<file path="src/rtl/coh_rd_pkg.sv">
package coh_rd_pkg;

  typedef enum logic [1:0] {
    SEL_ZERO    = 2'd0,
    SEL_WIDE_LO = 2'd1,
    SEL_WIDE_HI = 2'd2,
    SEL_BYTE    = 2'd3
  } selKind_e;

  typedef struct packed {
    logic     load;       // update the output register this cycle
    logic     capture;    // copy the selected high byte into the shadow
    logic     useShadow;  // serve the high byte from the shadow
    selKind_e kind;
  } rdCtrl_t;

endpackage

</file>
<file path="src/rtl/coh_rd_ctrl.sv">
module coh_rd_ctrl
  import coh_rd_pkg::*;
#(
  parameter int ADDR_W    = 8,
  parameter int NUM_WIDE  = 4,
  parameter int NUM_BYTE  = 4,
  parameter int WIDE_BASE = 16,
  parameter int BYTE_BASE = 64,
  parameter int WIDX_W    = (NUM_WIDE > 1) ? $clog2(NUM_WIDE) : 1,
  parameter int BIDX_W    = (NUM_BYTE > 1) ? $clog2(NUM_BYTE) : 1
) (
  input  logic              clk,
  input  logic              rstN,
  input  logic              rdStrobe,
  input  logic [ADDR_W-1:0] rdAddr,
  output rdCtrl_t           ctrl,
  output logic [WIDX_W-1:0] wideIdx,
  output logic [BIDX_W-1:0] byteIdx
);

  localparam logic [ADDR_W-1:0] WIDE_START = ADDR_W'(WIDE_BASE);
  localparam logic [ADDR_W-1:0] WIDE_SPAN  = ADDR_W'(2 * NUM_WIDE);
  localparam logic [ADDR_W-1:0] BYTE_START = ADDR_W'(BYTE_BASE);
  localparam logic [ADDR_W-1:0] BYTE_SPAN  = ADDR_W'(NUM_BYTE);

  logic [ADDR_W-1:0] wideOff;
  logic [ADDR_W-1:0] byteOff;
  logic              inWide;
  logic              inByte;
  logic              isLo;
  logic              isHi;

  logic              frozenValid;
  logic [WIDX_W-1:0] frozenIdx;
  logic              hitFrozen;

  // Address decode
  always_comb begin
    wideOff = rdAddr - WIDE_START;
    byteOff = rdAddr - BYTE_START;
    inWide  = (rdAddr >= WIDE_START) && (wideOff < WIDE_SPAN);
    inByte  = (rdAddr >= BYTE_START) && (byteOff < BYTE_SPAN);
    isLo    = inWide && !wideOff[0];
    isHi    = inWide &&  wideOff[0];
    wideIdx = WIDX_W'(wideOff >> 1);
    byteIdx = BIDX_W'(byteOff);
  end

  assign hitFrozen = frozenValid && (frozenIdx == wideIdx);

  // Strobe bundle for the datapath
  always_comb begin
    ctrl.load      = rdStrobe;
    ctrl.capture   = rdStrobe && isLo;
    ctrl.useShadow = isHi && hitFrozen;
    if (isLo)        ctrl.kind = SEL_WIDE_LO;
    else if (isHi)   ctrl.kind = SEL_WIDE_HI;
    else if (inByte) ctrl.kind = SEL_BYTE;
    else             ctrl.kind = SEL_ZERO;
  end

  // Freeze ownership
  always_ff @(posedge clk) begin
    if (!rstN) begin
      frozenValid <= 1'b0;
      frozenIdx   <= '0;
    end else if (rdStrobe && isLo) begin
      frozenValid <= 1'b1;
      frozenIdx   <= wideIdx;
    end else if (rdStrobe && isHi && hitFrozen) begin
      frozenValid <= 1'b0;
    end
  end

  // a low read takes ownership of the freeze
  a_r5_lo_takes_freeze: assert property (@(posedge clk) disable iff (!rstN)
    (rdStrobe && isLo) |=> (frozenValid && frozenIdx == $past(wideIdx)));

  // a high read of the frozen register drops the freeze
  a_r4_hi_releases: assert property (@(posedge clk) disable iff (!rstN)
    (rdStrobe && isHi && hitFrozen) |=> !frozenValid);

  // other reads leave the freeze state alone
  a_r7_other_reads_keep_state: assert property (@(posedge clk) disable iff (!rstN)
    (rdStrobe && !isLo && !(isHi && hitFrozen)) |=> ($stable(frozenValid) && $stable(frozenIdx)));

  // no strobe, no state change
  a_r9_idle_keeps_state: assert property (@(posedge clk) disable iff (!rstN)
    !rdStrobe |=> ($stable(frozenValid) && $stable(frozenIdx)));

endmodule

</file>
<file path="src/rtl/coh_rd_datapath.sv">
module coh_rd_datapath
  import coh_rd_pkg::*;
#(
  parameter int NUM_WIDE = 4,
  parameter int NUM_BYTE = 4,
  parameter int WIDX_W   = (NUM_WIDE > 1) ? $clog2(NUM_WIDE) : 1,
  parameter int BIDX_W   = (NUM_BYTE > 1) ? $clog2(NUM_BYTE) : 1
) (
  input  logic                  clk,
  input  logic                  rstN,
  input  rdCtrl_t               ctrl,
  input  logic [WIDX_W-1:0]     wideIdx,
  input  logic [BIDX_W-1:0]     byteIdx,
  input  logic [NUM_WIDE*16-1:0] wideVals,
  input  logic [NUM_BYTE*8-1:0]  byteVals,
  output logic [7:0]            rdData
);

  logic [NUM_WIDE-1:0][15:0] wideArr;
  logic [NUM_BYTE-1:0][7:0]  byteArr;
  logic [7:0] liveLo;
  logic [7:0] liveHi;
  logic [7:0] liveByte;
  logic [7:0] shadow;
  logic [7:0] nextData;

  assign wideArr = wideVals;
  assign byteArr = byteVals;

  always_comb begin
    liveLo   = 8'h00;
    liveHi   = 8'h00;
    liveByte = 8'h00;
    if (int'(wideIdx) < NUM_WIDE) begin
      liveLo = wideArr[wideIdx][7:0];
      liveHi = wideArr[wideIdx][15:8];
    end
    if (int'(byteIdx) < NUM_BYTE) liveByte = byteArr[byteIdx];
  end

  always_comb begin
    unique case (ctrl.kind)
      SEL_WIDE_LO: nextData = liveLo;
      SEL_WIDE_HI: nextData = ctrl.useShadow ? shadow : liveHi;
      SEL_BYTE:    nextData = liveByte;
      default:     nextData = 8'h00;
    endcase
  end

  always_ff @(posedge clk) begin
    if (!rstN) begin
      shadow <= 8'h00;
      rdData <= 8'h00;
    end else begin
      if (ctrl.capture) shadow <= liveHi;
      if (ctrl.load)    rdData <= nextData;
    end
  end

  // low byte leaves with the sample that fed the shadow
  a_r2_lo_and_capture: assert property (@(posedge clk) disable iff (!rstN)
    (ctrl.load && ctrl.kind == SEL_WIDE_LO) |=>
      (rdData == $past(liveLo) && shadow == $past(liveHi)));

  // a shadowed high read returns the stored byte
  a_r3_shadow_served: assert property (@(posedge clk) disable iff (!rstN)
    (ctrl.load && ctrl.kind == SEL_WIDE_HI && ctrl.useShadow) |=> (rdData == $past(shadow)));

  // unmapped reads give zero
  a_r8_unmapped_zero: assert property (@(posedge clk) disable iff (!rstN)
    (ctrl.load && ctrl.kind == SEL_ZERO) |=> (rdData == 8'h00));

  // output holds between strobes
  a_r9_hold_output: assert property (@(posedge clk) disable iff (!rstN)
    !ctrl.load |=> $stable(rdData));

endmodule

</file>
<file path="src/rtl/coh_rd_latch.sv">
module coh_rd_latch
  import coh_rd_pkg::*;
#(
  parameter int ADDR_W    = 8,
  parameter int NUM_WIDE  = 4,
  parameter int NUM_BYTE  = 4,
  parameter int WIDE_BASE = 16,
  parameter int BYTE_BASE = 64
) (
  input  logic                   clk,
  input  logic                   rstN,
  input  logic                   rdStrobe,
  input  logic [ADDR_W-1:0]      rdAddr,
  input  logic [NUM_WIDE*16-1:0] wideVals,
  input  logic [NUM_BYTE*8-1:0]  byteVals,
  output logic [7:0]             rdData
);

  localparam int WIDX_W = (NUM_WIDE > 1) ? $clog2(NUM_WIDE) : 1;
  localparam int BIDX_W = (NUM_BYTE > 1) ? $clog2(NUM_BYTE) : 1;

  rdCtrl_t           ctrl;
  logic [WIDX_W-1:0] wideIdx;
  logic [BIDX_W-1:0] byteIdx;

  coh_rd_ctrl #(
    .ADDR_W(ADDR_W), .NUM_WIDE(NUM_WIDE), .NUM_BYTE(NUM_BYTE),
    .WIDE_BASE(WIDE_BASE), .BYTE_BASE(BYTE_BASE),
    .WIDX_W(WIDX_W), .BIDX_W(BIDX_W)
  ) uCtrl (
    .clk(clk), .rstN(rstN), .rdStrobe(rdStrobe), .rdAddr(rdAddr),
    .ctrl(ctrl), .wideIdx(wideIdx), .byteIdx(byteIdx)
  );

  coh_rd_datapath #(
    .NUM_WIDE(NUM_WIDE), .NUM_BYTE(NUM_BYTE),
    .WIDX_W(WIDX_W), .BIDX_W(BIDX_W)
  ) uData (
    .clk(clk), .rstN(rstN), .ctrl(ctrl),
    .wideIdx(wideIdx), .byteIdx(byteIdx),
    .wideVals(wideVals), .byteVals(byteVals),
    .rdData(rdData)
  );

  // reset leaves a zero output
  a_r1_reset_zero: assert property (@(posedge clk)
    !rstN |=> (rdData == 8'h00));

endmodule

</file>
<file path="config.mk">
export PLATFORM = sky130hd
export DESIGN_NAME = coh_rd_latch
export DESIGN_NICKNAME = d
export VERILOG_FILES = /design/src/rtl/coh_rd_pkg.sv /design/src/rtl/coh_rd_ctrl.sv /design/src/rtl/coh_rd_datapath.sv /design/src/rtl/coh_rd_latch.sv
export SDC_FILE = /design/constraint.sdc
export NUM_CORES = 1
export LEC_CHECK = 0
export BUFFER_PORTS_ARGS = -buffer_cell sky130_fd_sc_hd__buf_4
export CAP_MARGIN = 20
export CORE_MARGIN = 10
export CORE_UTILIZATION = 45
export CTS_BUF_LIST = sky130_fd_sc_hd__clkbuf_4 sky130_fd_sc_hd__clkbuf_8 sky130_fd_sc_hd__clkbuf_16
export DETAILED_ROUTE_END_ITERATION = 16
export PLACE_DENSITY = 0.91
export SYNTH_ARGS = -nofsm -noshare
export SYNTH_HDL_FRONTEND = slang
export SYNTH_SLANG_ARGS = --single-unit
</file>
<file path="constraint.sdc">
create_clock -name clk -period 5.04 [get_ports clk]
set_input_delay 1.008 -clock clk [delete_from_list [all_inputs] [get_ports clk]]
set_output_delay 1.008 -clock clk [all_outputs]
set_load 0.005 [all_outputs]
</file>
**After elaboration in Yosys (flattened, before gate mapping)**

Cells that the tools add are included.
W data, S select, Z words.

- Input port bits: 107
- Register bits: 19

- Equal/unequal tests: 4
- $lt $le $gt $ge: 6
- Add/sub/neg operators: 2
- Multiplexer cells: 11
- Reduce and logical (&&, ||, !) cells: 11

Operators by type and width:

| cell | number |
|---|---|
| $bmux W16 S2 | 1 |
| $pmux W8 S3 | 1 |
| $bmux W8 S2 | 1 |
| $mux W16 | 1 |
| $mux W8 | 2 |
| $logic_and A1 B1 Y1 | 9 |
| $ge A8 B5 Y1 const B | 1 |
| $ge A8 B7 Y1 const B | 1 |
| $lt A8 B3 Y1 const B | 1 |
| $lt A8 B4 Y1 const B | 1 |
| $sub A8 B5 Y8 const B | 1 |
| $sub A8 B7 Y8 const B | 1 |
| $lt A2 B3 Y1 const B | 2 |
| $mux W2 | 3 |
| $eq A2 B2 Y1 const B | 2 |
| $eq A2 B1 Y1 const B | 1 |
| $eq A2 B2 Y1 | 1 |
| $mux W1 | 2 |
| $reduce_bool A2 Y1 | 1 |
| $logic_not A1 Y1 | 1 |

**Depth between registers and ports, before layout**

- Word-level depth: 8
- Gate-level depth with buffers: 6

**Modules after synthesis**

Synthesis repeated with hierarchy kept, for this count alone.

- Cells, all modules: 230
- Area, all modules: 1,879.3 um^2

By module, submodules not included:

| module | instances | cells an instance | seq. area each (um^2) | area each (um^2) |
|---|---|---|---|---|
| coh_rd_datapath | 1 | 195 | 320.3 | 1,585.3 |
| coh_rd_ctrl | 1 | 35 | 60.1 | 294.0 |

**Worst setup path before layout**

No wires, ideal clock.

- Path type: in2reg
- Start point: in rdAddr[1]
- End point: reg uData.rdData[7]
- Cell stages on the path: 5
- Buffers on the path: 2
- Required time: 4,916 ps
- Arrival: 2,234 ps
- Setup slack: 2,681 ps
- Cells stage by stage: buf_6 -> buf_12 -> mux4_2 -> nor3b_1 -> a2111o_1

- Cells in the longest elaborated chain, start to end: 8

RTL lines:

| element | line | RTL |
|---|---|---|
| start, declared | coh_rd_latch.sv:13 | `input logic [ADDR_W-1:0] rdAddr,` |
| $sub A8 B7 Y8 or $sub A8 B5 Y8 (tied branches) | coh_rd_ctrl.sv:40, coh_rd_ctrl.sv:39 |  |
| $lt A8 B3 Y1 or $lt A8 B4 Y1 (tied branches) | coh_rd_ctrl.sv:42, coh_rd_ctrl.sv:41 |  |
| $logic_and A1 B1 Y1, on equally long branches | coh_rd_ctrl.sv:42, coh_rd_ctrl.sv:41 |  |
| $mux W2 or $logic_and A1 B1 Y1 (tied branches) | coh_rd_ctrl.sv:58, coh_rd_ctrl.sv:44 |  |
| $mux W2 | coh_rd_ctrl.sv:57 | `else if (isHi) ctrl.kind = SEL_WIDE_HI;` |
| $mux W2 | coh_rd_ctrl.sv:56 | `if (isLo) ctrl.kind = SEL_WIDE_LO;` |
| $eq A2 B2 Y1 or $eq A2 B1 Y1 (tied branches) | coh_rd_datapath.sv:42 | `unique case (ctrl.kind)` |
| $pmux W8 S3 * | coh_rd_datapath.sv:42 |  |
| end signal, assigned | coh_rd_datapath.sv:56 | `if (ctrl.load) rdData <= nextData;` |
| end, declared | coh_rd_datapath.sv:16 | `output logic [7:0] rdData` |

Every way passes the cells marked *; elsewhere a longest branch is shown, timed or not. The select of a mux whose other input is x is not followed.
A chain may end at the register's enable or synchronous reset.

**Final worst setup path**

- Start point: in rdAddr[7]
- End point: reg uData.shadow[4]

- Cells in the longest elaborated chain, start to end: 5

RTL lines:

| element | line | RTL |
|---|---|---|
| $sub A8 B5 Y8 | coh_rd_ctrl.sv:39 | `wideOff = rdAddr - WIDE_START;` |
| $lt A8 B4 Y1 | coh_rd_ctrl.sv:41 | `inWide = (rdAddr >= WIDE_START) && (wideOff < WIDE_SPAN);` |
| $logic_and A1 B1 Y1 * | coh_rd_ctrl.sv:41 |  |
| $logic_and A1 B1 Y1 * | coh_rd_ctrl.sv:43 | `isLo = inWide && !wideOff[0];` |
| $logic_and A1 B1 Y1 * | coh_rd_ctrl.sv:54 | `ctrl.capture = rdStrobe && isLo;` |
| end signal, assigned | coh_rd_datapath.sv:55 | `if (ctrl.capture) shadow <= liveHi;` |
| end, declared | coh_rd_datapath.sv:24 | `logic [7:0] shadow;` |

Every way passes the cells marked *; elsewhere a longest branch is shown, timed or not.

==> reports/qor.yml <==
outcome: "completed"
max-slew-margin-rel_pct: 41.1
firstDrtPassIters: 4
tns_ps: 0
die_w_um: 81.1
die_y_um: 81.1
synth_top_area_share_pct: 22.7
initial_core_util_pct: 46.2
htreeDepth: 1
critPathCaptureType: "flip-flop"
leakage_nw: 1.16
syn_area_per_cell_sq_um: 11.7
synth_seq_cells: 19
cts_setup_buffers: 0
cts_sinks: 19
grt_antenna_before_repair: 0
coreArea_sq_um: 3630
use_met1_pct: 17.0
finClkSkew_ps: 1.85
drv_slew: 0
postCtsHoldBufs: 0
drive_above_1_share_pct: 55.2
period_needed_ps: 2790
fin_crit_sh_pct: 55.3
final-setup-viol-count: 0
final_antenna_net_count: 0
yosysTopAreaCell: "dfxtp_1"
clkTransAtPathRegs_ps: 70
vias_per_cell: 5.81
max_cap_violations: 0
dieArea_sq_um: 6570
vias: 1744
vdd_ir_drop_max_mv: 0.0823
use_met2_pct: 36.3
slowest_stage: "nor3_2"
rows: 22
cts_tree: "yes"
rsz0062_at_grt: "false"
drt-initial-drc-count: 109
grt.busiest_layer: "met2"
num_io_pins: 115
grt_pass1_vias: 1935
start_kind: "input port"
crit_required_ps: 5180
drc_errors: 0
crit_arrival_ps: 2930
grt_pass1_wl_um: 9200
worstSkewPairLatency_ps: 260
final_common_cell: "buf_4"
critPathMaxStageDelay_ps: 720
io_buffers: 114
crit_chain: "buf_4 -> nor3_2 -> and3_1 -> mux2i_1 -> nor2b_1"
hold_path.class: "reg2reg"
gp_congestion: 0.764
post_drt_wl_per_cell_um: 19.8
grt_use_met3_pct: 3.86
drt_wl_total_um: 5950
fill_cells: 271
worstSetupPathType: "in2reg"
mostFrequentLayoutCells: "114 x buf_4, 19 x dfxtp_1, 16 x nand3_1"
reg2reg_depth: 4
synthToLayoutAreaGrowth_pct: 52.4
yosys-top-cells-area: "dfxtp_1 23%, mux4_2 19%, mux4_1 16%"
clock-root-buffer: "clkbuf_8"
tightest_slew_ps: 878
synth_nets: 251
hold_viol_final: 0
synth_warnings: 0
yosysSeqAreaShare_pct: 22.7
ys_types: 30
cts_resized: 0
pre_cts_slack_ps: 2000
dpl.hpwl_um: 4850
clock.fmax_mhz: 359
critPathMaxFanout: 17
grt_max_degree: 27
power-per-cell-area_nw_per_um2: 150
synthCells: 144
final_nets: 360
synth_area_sq_um: 1680
fin_ws_ps: 2250
whs_path_depth: 1
cts_buffers: 3
grt_overflow: 0
clockBufferDepth: 2
num_antenna_cells: 0
grtUsageTotal_pct: 18.0
routing by layer:
metal / vias to the layer above / wire length (um)
met5: - / 0
met4: 0 / 165
met3: 15 / 378
met2: 88 / 3390
met1: 845 / 2020
li1: 796 / -
through the flow:
stage	util (%)	cells	total power, mW	area [sq um]	hold WS [ps]
6_report	70.4	300	0.383	2560	471
5_1_grt	70.4	300	0.400	2560	486
4_1_cts	70.4	300	0.385	2560	477
3_5_place_dp	69.1	296	0.281	2510	459
3_3_place_gp	69.1	296	0.278	2510	449
2_1_floorplan	-	144	0.213	1680	435
critical path: cells and delay by family:
| kind | cells | cell delay [ps] |
|---|---|---|
| buf+inv | 1 | 120 |
| mux | 1 | 290 |
| simple gates | 3 | 1500 |
sequential cells by signal, summed over array words and instances (netlist names):
register	count
uCtrl.frozenIdx	2
uCtrl.frozenValid	1
uData.rdData	8
uData.shadow	8
cells in the mapped netlist (all sizes together):
cell,number
inv,8
mux4,24
nand3,16
nor4,1
clkbuf,2
and2,1
a31oi,1
and3,1
nand4,1
buf,8
o211ai,1
mux2i,10
a211o,7
o21a,1
nor3b,3
xor2,2
nor3,2
nor2b,12
dfxtp,19
o31ai,7
a2111o,1
a21oi,8
nor4b,1
nand2,7
layout make-up:
| type | count | area (sq um) | area share, % |
|---|---|---|---|
| multi-input cells | 107 | 1190 | 46.4 |
| repair buffers | 114 | 856 | 33.4 |
| flip-flops and latches | 19 | 380 | 14.9 |
| well taps | 48 | 60.1 | 2.35 |
| clock buffers | 3 | 41.3 | 1.61 |
| inverters | 8 | 30.0 | 1.17 |
| clock inverters | 1 | 5.00 | 0.196 |
where the power goes:
part | internal (mW) | leakage [nW] | switching, mW | total (mW)
logic | 0.0862 | 0.982 | 0.0397 | 0.126
clock network | 0.0550 | 0.0255 | 0.0515 | 0.107
registers | 0.151 | 0.153 | 0.000348 | 0.151
logic make-up after synthesis:
logic type | Yosys count | synth area share, %
and+or+nand+nor | 45 | 18.1
muxes | 34 | 40.4
AOI/OAI and AO/OA | 26 | 11.1
DFF | 19 | 22.7
buffers and inverters | 18 | 6.71
xor gates and xnor gates | 2 | 1.04
final timing paths:
kind,startpoint,to,slack (ps)
worst max-delay path,rdAddr[7],uData.shadow[4]$_SDFFE_PN0P_,2250
worst min register to register,uData.shadow[0]$_SDFFE_PN0P_,uData.rdData[0]$_SDFFE_PN0P_,470
worst max register to register,uCtrl.frozenIdx[1]$_SDFFE_PN0P_,uData.rdData[5]$_SDFFE_PN0P_,3300
worst min-delay path,uData.shadow[0]$_SDFFE_PN0P_,uData.rdData[0]$_SDFFE_PN0P_,470
No activity file was read; power rests on OpenSTA's default activity.
